**config.mk**
```make
export PLATFORM = sky130hd
export DESIGN_NAME = prbs_lock_mon
export DESIGN_NICKNAME = d
export VERILOG_FILES = /design/src/rtl/prbs_mon_pkg.sv /design/src/rtl/prbs_mon_datapath.sv /design/src/rtl/prbs_mon_ctrl.sv /design/src/rtl/prbs_lock_mon.sv
export SDC_FILE = /design/constraint.sdc
export NUM_CORES = 1
export LEC_CHECK = 0
export BUFFER_PORTS_ARGS = -buffer_cell sky130_fd_sc_hd__buf_2
export CAP_MARGIN = 40
export CORE_UTILIZATION = 60
export CTS_CLUSTER_DIAMETER = 200
export CTS_CLUSTER_SIZE = 10
export DETAILED_ROUTE_END_ITERATION = 12
export PLACE_DENSITY = 0.92
export SETUP_SLACK_MARGIN = 0.3
export SYNTH_ARGS = -nofsm -noshare
export SYNTH_HDL_FRONTEND = slang
export SYNTH_HIERARCHICAL = 1
export SYNTH_SLANG_ARGS = --single-unit
```
**constraint.sdc**
```tcl
create_clock -name clk -period 4.5 [get_ports clk]
set_input_delay 0.45 -clock clk [delete_from_list [all_inputs] [get_ports clk]]
set_output_delay 0.45 -clock clk [all_outputs]
set_load 0.05 [all_outputs]
```
**src/rtl/prbs_mon_pkg.sv**
```systemverilog
package prbs_mon_pkg;

  typedef enum logic {
    ST_ACQ  = 1'b0,
    ST_LOCK = 1'b1
  } monState_t;

  typedef struct packed {
    logic refReset;
    logic seedLoad;
    logic trackErr;
    logic winClear;
    logic runClear;
  } monStrobe_t;

endpackage

```
**src/rtl/prbs_mon_datapath.sv**
```systemverilog
module prbs_mon_datapath
  import prbs_mon_pkg::*;
#(
  parameter int REF_LEN   = 15,
  parameter int TAP_HI    = 15,
  parameter int TAP_LO    = 14,
  parameter int LOCK_RUN  = 24,
  parameter int WIN_LEN   = 1000,
  parameter int ERR_LIMIT = 30,
  parameter int CNT_W     = 16
) (
  input  logic             clk,
  input  logic             rstN,
  input  logic             bitValid,
  input  logic             bitIn,
  input  monStrobe_t       strobe,
  output logic             runDone,
  output logic             winFail,
  output logic [CNT_W-1:0] errCount
);

  localparam int RUN_W   = $clog2(LOCK_RUN + 1);
  localparam int WIN_W   = $clog2(WIN_LEN + 1);
  localparam int TALLY_W = $clog2(ERR_LIMIT + 1);
  localparam logic [CNT_W-1:0] CNT_MAX = {CNT_W{1'b1}};

  logic [REF_LEN-1:0] refReg;
  logic               expBit;
  logic               mismatch;
  logic               feedBit;
  logic [RUN_W-1:0]   runCnt;
  logic [WIN_W-1:0]   winIdx;
  logic [TALLY_W-1:0] winErr;
  logic               winEnd;
  logic               lockedErr;

  // Reference generator: prediction taps, feedback choice
  generate
    if (TAP_LO == 0) begin : g_singleTap
      assign expBit = refReg[TAP_HI-1];
    end else begin : g_twoTap
      assign expBit = refReg[TAP_HI-1] ^ refReg[TAP_LO-1];
    end
  endgenerate

  assign mismatch  = bitIn ^ expBit;
  assign feedBit   = strobe.seedLoad ? bitIn : expBit;
  assign lockedErr = bitValid & strobe.trackErr & mismatch;

  always_ff @(posedge clk) begin
    if (!rstN || strobe.refReset) begin
      refReg <= '1;
    end else if (bitValid) begin
      refReg <= {refReg[REF_LEN-2:0], feedBit};
    end
  end

  // Acquisition run of consecutive correct predictions
  assign runDone = bitValid & strobe.seedLoad & ~mismatch &
                   (runCnt == RUN_W'(LOCK_RUN - 1));

  always_ff @(posedge clk) begin
    if (!rstN || strobe.runClear || runDone) begin
      runCnt <= '0;
    end else if (bitValid && strobe.seedLoad) begin
      runCnt <= mismatch ? '0 : runCnt + 1'b1;
    end
  end

  // Observation window and its error tally
  assign winEnd  = (winIdx == WIN_W'(WIN_LEN - 1));
  assign winFail = lockedErr & (winErr == TALLY_W'(ERR_LIMIT - 1));

  always_ff @(posedge clk) begin
    if (!rstN || strobe.winClear) begin
      winIdx <= '0;
      winErr <= '0;
    end else if (bitValid && strobe.trackErr) begin
      if (winEnd) begin
        winIdx <= '0;
        winErr <= '0;
      end else begin
        winIdx <= winIdx + 1'b1;
        winErr <= winErr + TALLY_W'(mismatch);
      end
    end
  end

  // Saturating error count
  always_ff @(posedge clk) begin
    if (!rstN) begin
      errCount <= '0;
    end else if (lockedErr && (errCount != CNT_MAX)) begin
      errCount <= errCount + 1'b1;
    end
  end

  assert_count_frozen_R6: assert property (@(posedge clk) disable iff (!rstN)
    !(bitValid && strobe.trackErr) |=> $stable(errCount));

  assert_count_step_R7: assert property (@(posedge clk) disable iff (!rstN)
    (errCount != CNT_MAX) |=>
      (errCount == $past(errCount) || errCount == $past(errCount) + 1'b1));

  assert_count_saturate_R7: assert property (@(posedge clk) disable iff (!rstN)
    (errCount == CNT_MAX) |=> (errCount == CNT_MAX));

  assert_window_bound_R5: assert property (@(posedge clk) disable iff (!rstN)
    strobe.trackErr |-> (winErr < TALLY_W'(ERR_LIMIT) && winIdx < WIN_W'(WIN_LEN)));

  assert_seed_follows_line_R3: assert property (@(posedge clk) disable iff (!rstN)
    (bitValid && strobe.seedLoad && !strobe.refReset) |=> (refReg[0] == $past(bitIn)));

endmodule

```
**src/rtl/prbs_mon_ctrl.sv**
```systemverilog
module prbs_mon_ctrl
  import prbs_mon_pkg::*;
(
  input  logic       clk,
  input  logic       rstN,
  input  logic       enable,
  input  logic       bitValid,
  input  logic       runDone,
  input  logic       winFail,
  output monStrobe_t strobe,
  output logic       outOfLock
);

  monState_t state;
  monState_t nextState;

  always_comb begin
    strobe    = '0;
    nextState = state;
    if (!enable) begin
      strobe.refReset = 1'b1;
      strobe.runClear = 1'b1;
      strobe.winClear = 1'b1;
      nextState       = ST_ACQ;
    end else begin
      unique case (state)
        ST_ACQ: begin
          strobe.seedLoad = 1'b1;
          if (runDone) begin
            strobe.winClear = 1'b1;
            nextState       = ST_LOCK;
          end
        end
        ST_LOCK: begin
          strobe.trackErr = 1'b1;
          if (winFail) begin
            strobe.runClear = 1'b1;
            nextState       = ST_ACQ;
          end
        end
        default: nextState = ST_ACQ;
      endcase
    end
  end

  always_ff @(posedge clk) begin
    if (!rstN) begin
      state <= ST_ACQ;
    end else begin
      state <= nextState;
    end
  end

  assign outOfLock = enable & (state == ST_ACQ);

  assert_disable_to_acq_R8: assert property (@(posedge clk) disable iff (!rstN)
    !enable |=> (state == ST_ACQ));

  assert_lock_entry_R3: assert property (@(posedge clk) disable iff (!rstN)
    $rose(state == ST_LOCK) |-> $past(runDone && enable));

  assert_lock_exit_R5: assert property (@(posedge clk) disable iff (!rstN)
    $fell(state == ST_LOCK) |-> $past(winFail || !enable));

  assert_idle_hold_R9: assert property (@(posedge clk) disable iff (!rstN)
    (enable && !bitValid) |=> $stable(state));

endmodule

```
**src/rtl/prbs_lock_mon.sv**
```systemverilog
module prbs_lock_mon
  import prbs_mon_pkg::*;
#(
  parameter int REF_LEN   = 15,
  parameter int TAP_HI    = 15,
  parameter int TAP_LO    = 14,
  parameter int LOCK_RUN  = 24,
  parameter int WIN_LEN   = 1000,
  parameter int ERR_LIMIT = 30,
  parameter int CNT_W     = 16
) (
  input  logic             clk,
  input  logic             rstN,
  input  logic             enable,
  input  logic             bitValid,
  input  logic             bitIn,
  output logic             outOfLock,
  output logic [CNT_W-1:0] errCount
);

  monStrobe_t strobe;
  logic       runDone;
  logic       winFail;

  prbs_mon_ctrl u_ctrl (
    .clk       (clk),
    .rstN      (rstN),
    .enable    (enable),
    .bitValid  (bitValid),
    .runDone   (runDone),
    .winFail   (winFail),
    .strobe    (strobe),
    .outOfLock (outOfLock)
  );

  prbs_mon_datapath #(
    .REF_LEN   (REF_LEN),
    .TAP_HI    (TAP_HI),
    .TAP_LO    (TAP_LO),
    .LOCK_RUN  (LOCK_RUN),
    .WIN_LEN   (WIN_LEN),
    .ERR_LIMIT (ERR_LIMIT),
    .CNT_W     (CNT_W)
  ) u_datapath (
    .clk      (clk),
    .rstN     (rstN),
    .bitValid (bitValid),
    .bitIn    (bitIn),
    .strobe   (strobe),
    .runDone  (runDone),
    .winFail  (winFail),
    .errCount (errCount)
  );

endmodule

```
=== Yosys cells after proc, flatten, opt, wreduce, memory -nomap -nowiden ===
Cells that the tools add are included.

* Add/subtract/negate cells: 4
* $mul: 0
* Divide/modulo/power cells: 0
* Order comparisons: 0
* Equal/unequal tests: 4
* Shift-type cells: 0
* Muxes and demuxes: 15
* Bitwise logic cells: 11
* Reductions and logical operators: 9

{| class="wikitable"
|+ Operators with widths
! kind !! number
|-
| adder 16 x 1 -> 16 bit (second input constant) || 1
|-
| != test 16 bit (second input constant) || 1
|-
| adder 10 x 1 -> 10 bit (second input constant) || 1
|-
| == test 10 bit (second input constant) || 1
|-
| == test 5 bit (second input constant) || 2
|-
| 2-to-1 mux 10 bit || 1
|-
| 2-to-1 mux 5 bit || 2
|-
| 2-to-1 mux 1 bit || 9
|-
| AND 1 bit || 7
|-
| adder 5 x 1 -> 5 bit || 1
|-
| adder 5 x 1 -> 5 bit (second input constant) || 1
|-
| logical OR 1 bit || 4
|-
| 2-to-1 mux 2 bit || 2
|-
| logical AND 1 bit || 3
|-
| NOT 1 bit || 2
|-
| case mux 1 bit (2 select lines) || 1
|-
| AND reduction 2 bit || 1
|-
| bitwise XOR 1 bit || 2
|-
| zero test 1 bit || 1
|}

* Flip-flop bits (word level): 52
* Latch bits: 0
* RAM bits: 0
* ROM bits: 0
* Input port bits: 5
* Output and inout port bits: 17
* Word-level logic and storage cells: 49
* Memories: 0

=== Longest topological paths before layout ===
Gate-level depths: netlist (run 1).

* Depth after elaboration: 10
* Gate-level depth with buffers: 10
* Depth with buffers taken out: 8

=== By module ===
The synthesis (run 1) kept the hierarchy.

{| class="wikitable"
|+ By module, submodules not included
! module !! times used !! cells an instance !! area each (µm²) !! sequential area each (µm²)
|-
| prbs_mon_datapath || 1 || 268 || 2356.0 || 1021.0
|-
| prbs_mon_ctrl || 1 || 12 || 73.8 || 20.0
|}

=== Worst setup path after synthesis (run 1) ===
Ideal clock, no wire load.

* Kind: input -> register
* Start: in enable
* End: reg u_datapath.winErr[2]
* Library setup time: 0.128 ns
* Data arrival time: 2.499 ns
* Required time: 4.372 ns
* Path slack: 1.873 ns
* Cell stages on the path: 10
* Buffers on the path: 2
* Path through: inv_2 -> nor2_1 -> buf_4 -> and4_1 -> and4b_2 -> nand2b_1 -> nand2_1 -> a311o_1 -> clkbuf_1 -> nor2_1

{| class="wikitable"
|+ RTL lines
! item !! RTL line !! RTL
|-
| start, declared || prbs_lock_mon.sv:14 || <nowiki>input logic enable,</nowiki>
|-
| end signal, assigned || prbs_mon_datapath.sv:84 || <nowiki>winErr <= winErr + TALLY_W'(mismatch);</nowiki>
|-
| end, declared || prbs_mon_datapath.sv:33 || <nowiki>logic [TALLY_W-1:0] winErr;</nowiki>
|}

=== Worst setup path in the final report (run 1) ===
* Start: reg u_datapath.refReg[14]
* End: reg u_datapath.errCount[10]

* Cells in the longest elaborated chain, start to end: 4

{| class="wikitable"
|+ RTL lines
! item !! RTL line !! RTL
|-
| start, declared || prbs_mon_datapath.sv:27 || <nowiki>logic [REF_LEN-1:0] refReg;</nowiki>
|-
| start signal, assigned || prbs_mon_datapath.sv:54 || <nowiki>refReg <= {refReg[REF_LEN-2:0], feedBit};</nowiki>
|-
| bitwise XOR 1 bit || prbs_mon_datapath.sv:42 || <nowiki>assign expBit = refReg[TAP_HI-1] ^ refReg[TAP_LO-1];</nowiki>
|-
| bitwise XOR 1 bit || prbs_mon_datapath.sv:46 || <nowiki>assign mismatch = bitIn ^ expBit;</nowiki>
|-
| AND 1 bit || prbs_mon_datapath.sv:48 || <nowiki>assign lockedErr = bitValid & strobe.trackErr & mismatch;</nowiki>
|-
| logical AND 1 bit || prbs_mon_datapath.sv:93 || <nowiki>end else if (lockedErr && (errCount != CNT_MAX)) begin</nowiki>
|-
| end signal, assigned || prbs_mon_datapath.sv:94 || <nowiki>errCount <= errCount + 1'b1;</nowiki>
|-
| end, declared || prbs_mon_datapath.sv:19 || <nowiki>output logic [CNT_W-1:0] errCount</nowiki>
|}

No other way between the ends.
A chain may end at the register's enable or synchronous reset.

==> impl_results.md, run 1 <==
* Outcome: finished, final reports clean
* Register-to-register setup slack at 2260 ps
* Die Ht at 65.6 um
* Highest clock frequency the design can meet at 447 MHz
* Power share of the clock group at 0.352
* Biggest cell delay along the critical path at 620 ps
* Cell area reported after detailed placement at 2560 um2
* Finish-stage setup viols at 0
* Switching share of power at 0.214
* Cell area after synthesis at 2430 um2
* Die span in x at 65.6 um
* Fraction of the cycle the final worst path needs at 0.497
* Net switching component of the power at 0.162 mW
* Clock Tree Root: clkbuf_8
* Number of hold buffers added after cts at 0
* Post-CTS Setup Inserts at 0
* Post-detailed-route count of antenna-violating nets at 0
* Min Tclk post-route at 2240 ps
* Top-Level Pins at 22
* Share of flip-flops with an asynchronous set or reset at 0
* Post-synthesis sequential area ratio at 0.428
* Top cells by area in the synthesized netlist: dfxtp_1, mux2i_1, nand2_1, nor2_1, xnor2_1
* Leading cell type by number of instances after synthesis: nand2_1
* Cell internal power dissipation at 0.595 mW
* Clock tree from TritonCTS: done
* Total global routing track utilization at 0.237
* Number of flops mapped to enable cells by yosys at 0
* Startpoint-to-endpoint class of the critical path: reg -> reg
* Compound-Gate Fraction of Synth Area at 0.0453
* Slew Limit Fails at 0
* Relative max-transition margin at 0.437
* First-pass DRT Iterations at 4
* Global-route congestion overflow total at 0
* Mean area per synthesized cell at 8.68 um2
* RePlAce Congestion at 0.856
* Arr. time, crit path at 2460 ps
* Instance count of the mapped netlist at 280
* Power Density at 286 nW/um2
* Startpoint of the worst register-to-register path: u_datapath/refReg[14]$_SDFFE_PP1P_
* Slew @ Worst Pin at 841 ps
* Number of global-route vias before repair at 1,913
* YS warnings at 6
* Total inserted antenna cells at 0
* Final Hold Violating Endpoints at 0
* TritonCTS Buffers at 5
* Maximum number of pins on one net before global-route repair at 24
* Instance count after placement with tap cells included at 340
* Required time of the critical path at 4730 ps
* Post-Route Setup TNS at 0 ps
* Vias after detailed routing at 2,014
* Max Fanout on Critical Path at 10
* Post-route DRC at 0
* Core region area at 3770 um2
* Simple-gate share of the synthesized area at 0.298
* Clock slew at the register clock pins of the worst setup and hold paths at 90 ps
* Routed length per instance at 13.3 um
* Number of H-tree branching levels at 2
* Worst VDD drop at 0.235 mV
* Detail Placement HPWL at 3180 um
* Crit-path cells: xnor3_2 > or4_4 > or4_1 > a21oi_1
* Flop and latch count out of synthesis at 52
* Most used DFF post-synth: dfxtp_1
* Yosys top cell area share at 0.428
* Launch point of the worst hold path: enable
* Main combinational cell family by area after synthesis: simple AND/OR/NAND/NOR gates
* Nets in the synthesized netlist at 290
* Setup repair after global routing missed its margin: no
* Lkg Pwr at 0.957 nW
* Xor/xnor cell area share of the yosys netlist at 0.0675
* Part of the power in combinational logic at 0.040
* Kind of end point of the critical path: flip-flop
* 1st-iter DRT viols at 122
* Ratio of cells with drive above 1 in the final layout at 0.117
* Number of placement rows at 22
* Worst hold path stage count at 3
* Wire length of the first global-routing pass at 7930 um
* Initial Utilization at 0.644
* CTS-repair resized insts at 0
* Cell with the biggest individual delay on the critical path: or4_4
* Layout Cells excl Fill at 348
* Reg-to-reg critical path endpoint: u_datapath/errCount[10]$_SDFFE_PN0P_
* Commonest cells in the netlist: nand2_1, dfxtp_1, mux2i_1, nor2_1, nand3_1
* Area of the die at 4310 um2
* Routed Wire Length at 4640 um
* Flop pwr share at 0.608
* Final non-filler cell area at 2650 um2
* Class of the tightest hold or removal check: in -> reg
* Destination of the worst hold path: u_ctrl/state$_SDFF_PN0_
* Worst setup skew after layout at 3.76 ps
* Register-to-Register Path Depth at 4
* Routed vias/inst at 5.79
* Clock insertion delay at the later pin of the skew report at 300 ps
* Number of I/O port buffers at 21
* Most area-hungry cell type in the Yosys netlist: dfxtp_1
* Post-synthesis adder-cell area fraction at 0.0257
* Launching element type of the critical path: flip-flop
* Synthesis-to-layout area growth at 8.96%
* Number of sinks driven by the clock tree at 52
* Final #Nets at 309
* Max-cap violations at 0
* Filler cell count at 283
* Number of distinct library cell variants in the gate-level netlist after synthesis at 37
* Number of antenna violations at the first check in global routing at 0
* Fraction of synthesized area in multiplexers at 0.108
* Maximum buffer depth of the clock tree at 2
-- metal layers --
layer  part of all wire  routed length [um]  global-route usage
met1               0.44                2060               0.254
met2               0.50                2310               0.449
met3              0.044                 204              0.0434
met4              0.015                  70              0.0924
met5                  0                   0                   0
-- critical path: cells and delay by family (launching register included) --
| kind | cells | cell delay, ps |
|---|---|---|
| DFF | 1 | 370 |
| AOI/OAI and AO/OA | 1 | 150 |
| and+or+nand+nor | 2 | 1140 |
| xor gates and xnor gates | 1 | 500 |
-- placed cells by master, fill, tap and decap left out, drive strengths merged, types with 9 or more instances in the layout --
master / count
nand4: 11
nor4: 9
a21oi: 11
mux2i: 25
dfxtp: 52
nand3: 12
nand2b: 11
nor2: 25
buf: 21
nand2: 53
-- worst max-delay path by stage --
stage,startpoint,end,cells after the start
after floorplan,enable,u_datapath/winErr[2]$_SDFFE_PP0N_,10
after global placement,bitValid,u_datapath/errCount[12]$_SDFFE_PN0P_,5
after detailed placement,bitValid,u_datapath/errCount[12]$_SDFFE_PN0P_,5
after CTS,u_datapath/refReg[14]$_SDFFE_PP1P_,u_datapath/errCount[10]$_SDFFE_PN0P_,4
after global routing,u_ctrl/state$_SDFF_PN0_,u_datapath/runCnt[4]$_SDFFE_PP0N_,8
final,u_datapath/refReg[14]$_SDFFE_PP1P_,u_datapath/errCount[10]$_SDFFE_PN0P_,4
-- cell type report --
cell class	instances	area (um2)	area share
well taps	48	60.1	0.0227
flip-flops and latches	52	1040	0.393
repair buffers	22	116	0.0440
multi-input cells	213	1320	0.499
inverters	5	18.8	0.00709
clock buffers	8	90.1	0.0340
-- sequential cells by signal, summed over array words and instances, names as in the netlist --
signal	count
u_datapath/errCount	16
u_datapath/winErr	5
u_datapath/runCnt	5
u_ctrl/state	1
u_datapath/winIdx	10
u_datapath/refReg	15
-- power groups by stage --
stage               clock [mW]  combinational [mW]  sequential [mW]
floorplan                    0              0.0236            0.472
global placement             0              0.0290            0.472
detailed placement           0              0.0299            0.472
CTS                      0.271              0.0304            0.461
global route             0.287              0.0330            0.461
finish                   0.266              0.0303            0.461
-- cells by family after synthesis --
| family | count (synthesis) |
|---|---|
| simple gates | 146 |
| flops | 52 |
| mux | 26 |
| compound gates | 19 |
| xor+xnor | 17 |
| buf+inv | 15 |
| fa+ha+maj | 5 |
-- through the flow --
stage               power [mW]   util  hold slack (ps)  setup slack, ps
floorplan                0.495      -              441             1870
global placement         0.501  0.675              455             2050
detailed placement       0.502  0.678              459             2030
CTS                      0.762  0.702              414             2260
global route             0.781  0.702              434             2150
finish                   0.758  0.702              422             2260
(Power assumes the default switching activity.)
==> run 2: changes to the inputs <==
--- a/config.mk
+++ b/config.mk
@@ -7,11 +7,11 @@
 export LEC_CHECK = 0
 export BUFFER_PORTS_ARGS = -buffer_cell sky130_fd_sc_hd__buf_2
 export CAP_MARGIN = 40
-export CORE_UTILIZATION = 60
+export CORE_UTILIZATION = 53
 export CTS_CLUSTER_DIAMETER = 200
 export CTS_CLUSTER_SIZE = 10
 export DETAILED_ROUTE_END_ITERATION = 12
-export PLACE_DENSITY = 0.92
+export PLACE_DENSITY = 0.87
 export SETUP_SLACK_MARGIN = 0.3
 export SYNTH_ARGS = -nofsm -noshare
 export SYNTH_HDL_FRONTEND = slang
==> constraint.sdc (replaced) <==
create_clock -name clk -period 1.9 [get_ports clk]
set_input_delay 0.19 -clock clk [delete_from_list [all_inputs] [get_ports clk]]
set_output_delay 0.19 -clock clk [all_outputs]
set_load 0.05 [all_outputs]
==> impl_results.md, run 2 (synthesized netlist as in run 1, its figures left out) <==
* Kind of end point of the critical path: flip-flop
* Post-layout worst setup margin at -26.2 ps (-2290 ps)
* Maximum buffer depth of the clock tree at 2 (unchanged)
* Relative max-transition margin at 0.679 (+0.242)
* Most frequent cell on the critical path: or4_4
* Setup repair after global routing missed its margin: yes
* Clock Tree Root: clkbuf_8
* Launching element type of the critical path: flip-flop
* Vias after detailed routing at 2,345 (+16%)
* Area of the die at 4860 um2 (+13%)
* Synthesis-to-layout area growth at 33.1%
* Max Fanout on Critical Path at 7 (-3)
* Final Hold Violating Endpoints at 0 (unchanged)
* Arr. time, crit path at 2180 ps (-280 ps)
* Clock tree from TritonCTS: done
* 1st-iter DRT viols at 310 (+150%)
* Number of placement rows at 24 (+9.1%)
* Violated checks: negative setup slack
* Routed vias/inst at 6.27 (+8.3%)
* Slew @ Worst Pin at 478 ps (-364 ps)
* Number of buffer and inverter instances along the worst setup path at 0 (unchanged)
* Highest clock frequency the design can meet at 519 MHz (+16%)
* Cell with the biggest individual delay on the critical path: or4_4
* Sequential Area at 1070 um2 (+3.0%)
* Clock insertion delay at the later pin of the skew report at 320 ps (+20 ps)
* Post-detailed-route count of antenna-violating nets at 0 (unchanged)
* Number of antenna violations at the first check in global routing at 0 (unchanged)
* First-pass DRT Iterations at 5 (+1)
* Routed length per instance at 18.5 um (+39%)
* Routed Wire Length at 6920 um (+49%)
* Final non-filler cell area at 3230 um2 (+22%)
* Core region area at 4380 um2 (+16%)
* Final design utilization at 0.737 (+0.0354)
* Global-route congestion overflow total at 0 (unchanged)
* Largest reg by FF count: u_datapath/errCount
* Max-cap violations at 0 (unchanged)
* Initial Utilization at 0.554 (-0.0901)
* Total global routing track utilization at 0.239 (+0.00178)
* Startpoint-to-endpoint class of the critical path: reg -> reg
* Crit-path cells: xnor3_2 > or4_4 > or4_4 > a21oi_2
* Fraction of the cycle the final worst path needs at 1.01 (+0.517)
* Power Density at 675 nW/um2 (+140%)
* Min Tclk post-route at 1930 ps (-309 ps)
* Ratio of cells with drive above 1 in the final layout at 0.342 (+0.225)
* Final #Nets at 331 (+7.1%)
* Layout Cells excl Fill at 374 (+7.5%)
* Number of global-route vias before repair at 2,039 (+6.6%)
* Clock slew at the register clock pins of the worst setup and hold paths at 100 ps (about the same)
* Filler cell count at 261 (-7.8%)
* Kind of cell adding the most delay to the critical path: simple AND/OR/NAND/NOR gates
* Class of the tightest hold or removal check: in -> reg
* Worst setup skew after layout at 11.1 ps (+7.33 ps)
* Outcome: complete, but fails checks
* Maximum number of pins on one net before global-route repair at 22 (-8.3%)
* Number of sinks driven by the clock tree at 52 (unchanged)
* Most frequent standard cell in the layout excluding fill and tap cells: nand2_1
* Slew Limit Fails at 0 (unchanged)
* Cell area reported after detailed placement at 2700 um2 (+5.5%)
* Number of H-tree branching levels at 2 (unchanged)
* Finish-stage setup viols at 2 (+2)
* Biggest cell delay along the critical path at 510 ps (-110 ps)
* RePlAce Congestion at 0.792 (-7.5%)
* Max reg flops at 16 (unchanged)
* Number of I/O port buffers at 21 (unchanged)
* Die Ht at 69.7 um (+6.2%)
* Instance count after placement with tap cells included at 355 (+4.4%)
* Top-Level Pins at 22 (unchanged)
* Worst-case setup slack after placement at -57.7 ps (-2090 ps)
* Total inserted antenna cells at 0 (unchanged)
* Multi-input gate area at 1610 um2 (+22%)
* Top flop regs: u_datapath/errCount x16, u_datapath/refReg x15, u_datapath/winIdx x10
* Detail Placement HPWL at 3310 um (+3.9%)
* Post-route DRC at 0 (unchanged)
* TritonCTS Buffers at 5 (unchanged)
* Wire length of the first global-routing pass at 9430 um (+19%)
* Required time of the critical path at 2160 ps (-2570 ps)
* Post-Route Setup TNS at -48.5 ps (-48.5 ps)
* Number of hold buffers added after cts at 0 (unchanged)
* Worst hold slack after final layout at 160 ps (-263 ps)
* Highest-count cells in the layout ignoring fill and taps: nand2_1, dfxtp_1, mux2i_1, buf_2, nor2_1
* Lkg Pwr at 1.15 nW (+20%)
* Die span in x at 69.7 um (+6.2%)
* Worst VDD drop at 0.494 mV (+110%)
* Overall power at 2.18 mW (+190%)
run 2: changes by cell type in the layout (fill, tap and decap cells not counted), sizes merged:
cell / delta
or4: +1
clkdlybuf4s15: -1
bufinv: +2
clkbuf: -1
buf: +20
a311o: +1
run 2: layout make-up:
type | instances | area share
timing repair buffer | 42 | 0.0937
clock inverter | 2 | 0.0186
clock buffer | 6 | 0.0290
tap | 52 | 0.0201
sequential | 52 | 0.332
multi-input combinational | 215 | 0.499
inverter | 5 | 0.00813
run 2: worst register-to-register path, cell delays in order, from the launching register on:
cell and delay (ps):
dfxtp_2 330, xnor3_2 450, or4_4 510, or4_4 440, a21oi_2 140
run 2: final timing paths:
check | endpoint | slack [ps] | startpoint | cells after the start
max reg2reg | u_datapath/errCount[10]$_SDFFE_PN0P_ | -30 | u_datapath/refReg[13]$_SDFFE_PP1P_ | 4
min reg2reg | u_datapath/refReg[6]$_SDFFE_PP1P_ | 480 | u_datapath/refReg[6]$_SDFFE_PP1P_ | 2
max | u_datapath/errCount[10]$_SDFFE_PN0P_ | -30 | u_datapath/refReg[13]$_SDFFE_PP1P_ | 4
min | u_ctrl/state$_SDFF_PN0_ | 160 | enable | 3
run 2: report_power, final:
group / internal, mW / leakage, nW / switching (mW)
sequential: 1.08 / 0.428 / 0.00123
combinational: 0.0377 / 0.647 / 0.0684
clock: 0.605 / 0.0765 / 0.387
total: 1.73 / 1.15 / 0.456
run 2: repair_timing:
item | 4_1_cts | 5_1_grt
pin swaps | 11 | 15
setup buffers | 5 | 3
cloned | 2 | 1
setup endpoints to repair | 32 | 36
resized for setup | 22 | 36
run 2: routing by layer:
layer / wire, um / track usage
met1: 2890 / 0.317
met2: 3280 / 0.383
met3: 522 / 0.0538
met4: 225 / 0.0822
met5: 0 / 0
==> run 3: changes to the inputs <==
--- a/config.mk
+++ b/config.mk
@@ -7,11 +7,11 @@
 export LEC_CHECK = 0
 export BUFFER_PORTS_ARGS = -buffer_cell sky130_fd_sc_hd__buf_2
 export CAP_MARGIN = 40
-export CORE_UTILIZATION = 53
+export CORE_UTILIZATION = 35
 export CTS_CLUSTER_DIAMETER = 200
 export CTS_CLUSTER_SIZE = 10
 export DETAILED_ROUTE_END_ITERATION = 12
-export PLACE_DENSITY = 0.87
+export PLACE_DENSITY = 0.66
 export SETUP_SLACK_MARGIN = 0.3
 export SYNTH_ARGS = -nofsm -noshare
 export SYNTH_HDL_FRONTEND = slang
==> impl_results.md, run 3 (synthesized netlist as in run 1, its figures left out) <==
* Number of I/O port buffers at 21 (unchanged)
* Wire length of the first global-routing pass at 8920 um (-5.3%)
* TritonCTS Buffers at 5 (unchanged)
* Power Density at 562 nW/um2 (-17%)
* Slew Limit Fails at 0 (unchanged)
* Most Crowded Layer GR: met2
* Post-detailed-route count of antenna-violating nets at 0 (unchanged)
* Number of hold buffers added after cts at 0 (unchanged)
* Sequential Area at 1080 um2 (+0.58%)
* Clock insertion delay at the later pin of the skew report at 300 ps (-20 ps)
* Relative max-transition margin at 0.699 (+0.0200)
* Met1 usage in global routing at 0.208 (-0.109)
* Min Tclk post-route at 1930 ps (+1.03 ps)
* Max reg flops at 16 (unchanged)
* Slew @ Worst Pin at 449 ps (-28.4 ps)
* Overall power at 1.91 mW (-12%)
* Cell area reported after detailed placement at 2780 um2 (+3.0%)
* Met3 track utilization from global routing at 0.0272 (-0.0265)
* Top flop regs: u_datapath/errCount x16, u_datapath/refReg x15, u_datapath/winIdx x10
* Worst hold slack after final layout at 243 ps (+83.0 ps)
* Filler cell count at 594 (+130%)
* Final non-filler cell area at 3400 um2 (+5.3%)
* Fraction of the cycle the final worst path needs at 1.01 (about the same)
* Multi-input gate area at 1680 um2 (+3.9%)
* Setup repair after global routing missed its margin: yes
* Finish-stage setup viols at 2 (unchanged)
* Highest clock frequency the design can meet at 519 MHz (about the same)
* Ratio of cells with drive above 1 in the final layout at 0.403 (+0.0614)
* Routed vias/inst at 5.34 (-15%)
* 1st-iter DRT viols at 118 (-62%)
* Layout Cells excl Fill at 415 (+11%)
* Maximum number of pins on one net before global-route repair at 22 (unchanged)
* Startpoint-to-endpoint class of the critical path: reg -> reg
* Violated checks: negative setup slack
* Clock Tree Root: clkbuf_8
* Arr. time, crit path at 2160 ps (-20 ps)
* Initial Utilization at 0.360 (-0.195)
* Maximum buffer depth of the clock tree at 2 (unchanged)
* Final Hold Violating Endpoints at 0 (unchanged)
* Outcome: complete, but fails checks
* Worst VDD drop at 0.415 mV (-16%)
* Core region area at 6760 um2 (+54%)
* Die Ht at 85.3 um (+22%)
* Power share of the clock group at 0.376 (-0.079)
* Net switching component of the power at 0.442 mW (-3.1%)
* Highest-count cells in the layout ignoring fill and taps: nand2_1, dfxtp_1, buf_4, mux2i_1, buf_2
* Total inserted antenna cells at 0 (unchanged)
* Synthesis-to-layout area growth at 40.1%
* Cell internal power dissipation at 1.47 mW (-15%)
* Global-route congestion overflow total at 0 (unchanged)
* Number of sinks driven by the clock tree at 52 (unchanged)
* RePlAce Congestion at 0.757 (-4.3%)
* Part of the power in combinational logic at 0.058 (+0.009)
* First-pass DRT Iterations at 4 (-1)
* Area of the die at 7280 um2 (+50%)
* Number of global-route vias before repair at 1,931 (-5.3%)
* Kind of end point of the critical path: flip-flop
* Switching share of power at 0.231 (+0.0223)
* Max Fanout on Critical Path at 5 (-2)
* Routed Wire Length at 5940 um (-14%)
* Top-Level Pins at 22 (unchanged)
* Clock slew at the register clock pins of the worst setup and hold paths at 100 ps (about the same)
* Largest reg by FF count: u_datapath/errCount
* Met2 demand-to-capacity share in global routing at 0.246 (-0.137)
* Post-layout worst setup margin at -27.2 ps (-1.03 ps)
* Number of placement rows at 30 (+25%)
* Worst setup skew after layout at 4.62 ps (-6.47 ps)
* Vias after detailed routing at 2,217 (-5.5%)
* Launching element type of the critical path: flip-flop
* Max-cap violations at 0 (unchanged)
* Required time of the critical path at 2130 ps (-30 ps)
* Most frequent standard cell in the layout excluding fill and tap cells: nand2_1
* Post-route DRC at 0 (unchanged)
* Class of the tightest hold or removal check: in -> reg
* Instance count after placement with tap cells included at 389 (+9.6%)
* Lkg Pwr at 1.21 nW (+5.3%)
* Total global routing track utilization at 0.151 (-0.0874)
* Final #Nets at 344 (+3.9%)
* Number of antenna violations at the first check in global routing at 0 (unchanged)
* Flop pwr share at 0.566 (+0.069)
* Routed length per instance at 14.3 um (-23%)
* Detail Placement HPWL at 3440 um (+4.0%)
* Clock tree from TritonCTS: done
* Die span in x at 85.3 um (+22%)
* Number of H-tree branching levels at 2 (unchanged)
run 3: cell types whose count changed in the layout (fill, tap and decap cells not counted), sizes merged:
cell	before	now
inv	4	5
clkinvlp	0	1
buf	41	54
bufinv	2	0
run 3: through the flow:
stage	worst slack, ps	utilization	setup TNS, ps
after detailed placement	-95.1	0.411	-399
after CTS	2.72	0.454	0
after global placement	-48.4	0.411	-216
after floorplan	-16.1	-	-16.1
after global routing	-81.7	0.504	-567
final	-27.2	0.504	-37.0
run 3: routing by layer:
metal | share of wire | routed length, um | vias up
met5 | 0 | 0 | -
met4 | 0.013 | 80 | 0
met3 | 0.031 | 183 | 7
met2 | 0.49 | 2880 | 38
met1 | 0.47 | 2790 | 1075
li1 | - | - | 1097
run 3: final cells by class:
cell class	count	area share
timing repair buffer	55	0.122
multi-input combinational	215	0.492
inverter	5	0.00698
tap	80	0.0294
clock buffer	6	0.0276
sequential	52	0.317
clock inverter	2	0.00478
run 3: final timing paths:
path                                            from                                   end  slack [ps]  cells after the start
hold / removal                              bitValid     u_datapath/runCnt[1]$_SDFFE_PP0N_         240                      3
setup / recovery  u_datapath/refReg[14]$_SDFFE_PP1P_  u_datapath/errCount[10]$_SDFFE_PN0P_         -30                      4
setup reg to reg  u_datapath/refReg[14]$_SDFFE_PP1P_  u_datapath/errCount[10]$_SDFFE_PN0P_         -30                      4
hold reg to reg    u_datapath/refReg[9]$_SDFFE_PP1P_     u_datapath/refReg[9]$_SDFFE_PP1P_         480                      2
run 3: repair_timing:
item	4_1_cts	5_1_grt
setup endpoints to repair	34	37
buffers inserted	4	10
cloned	2	2
pin swaps	13	24
resized for setup	23	58
run 3: power by group through the flow:
stage / combinational (mW) / clock, mW / sequential [mW]
2_1_floorplan: 0.0622 / 0 / 1.11
3_3_place_gp: 0.0879 / 0 / 1.11
3_5_place_dp: 0.0888 / 0 / 1.11
4_1_cts: 0.0984 / 0.736 / 1.09
5_1_grt: 0.118 / 0.786 / 1.08
6_report: 0.111 / 0.719 / 1.08
run 3: critical path: stages (launching register included):
cell and delay (ps):
dfxtp_2 350, xnor3_2 430, or4_4 500, or4_4 450, a21oi_2 130
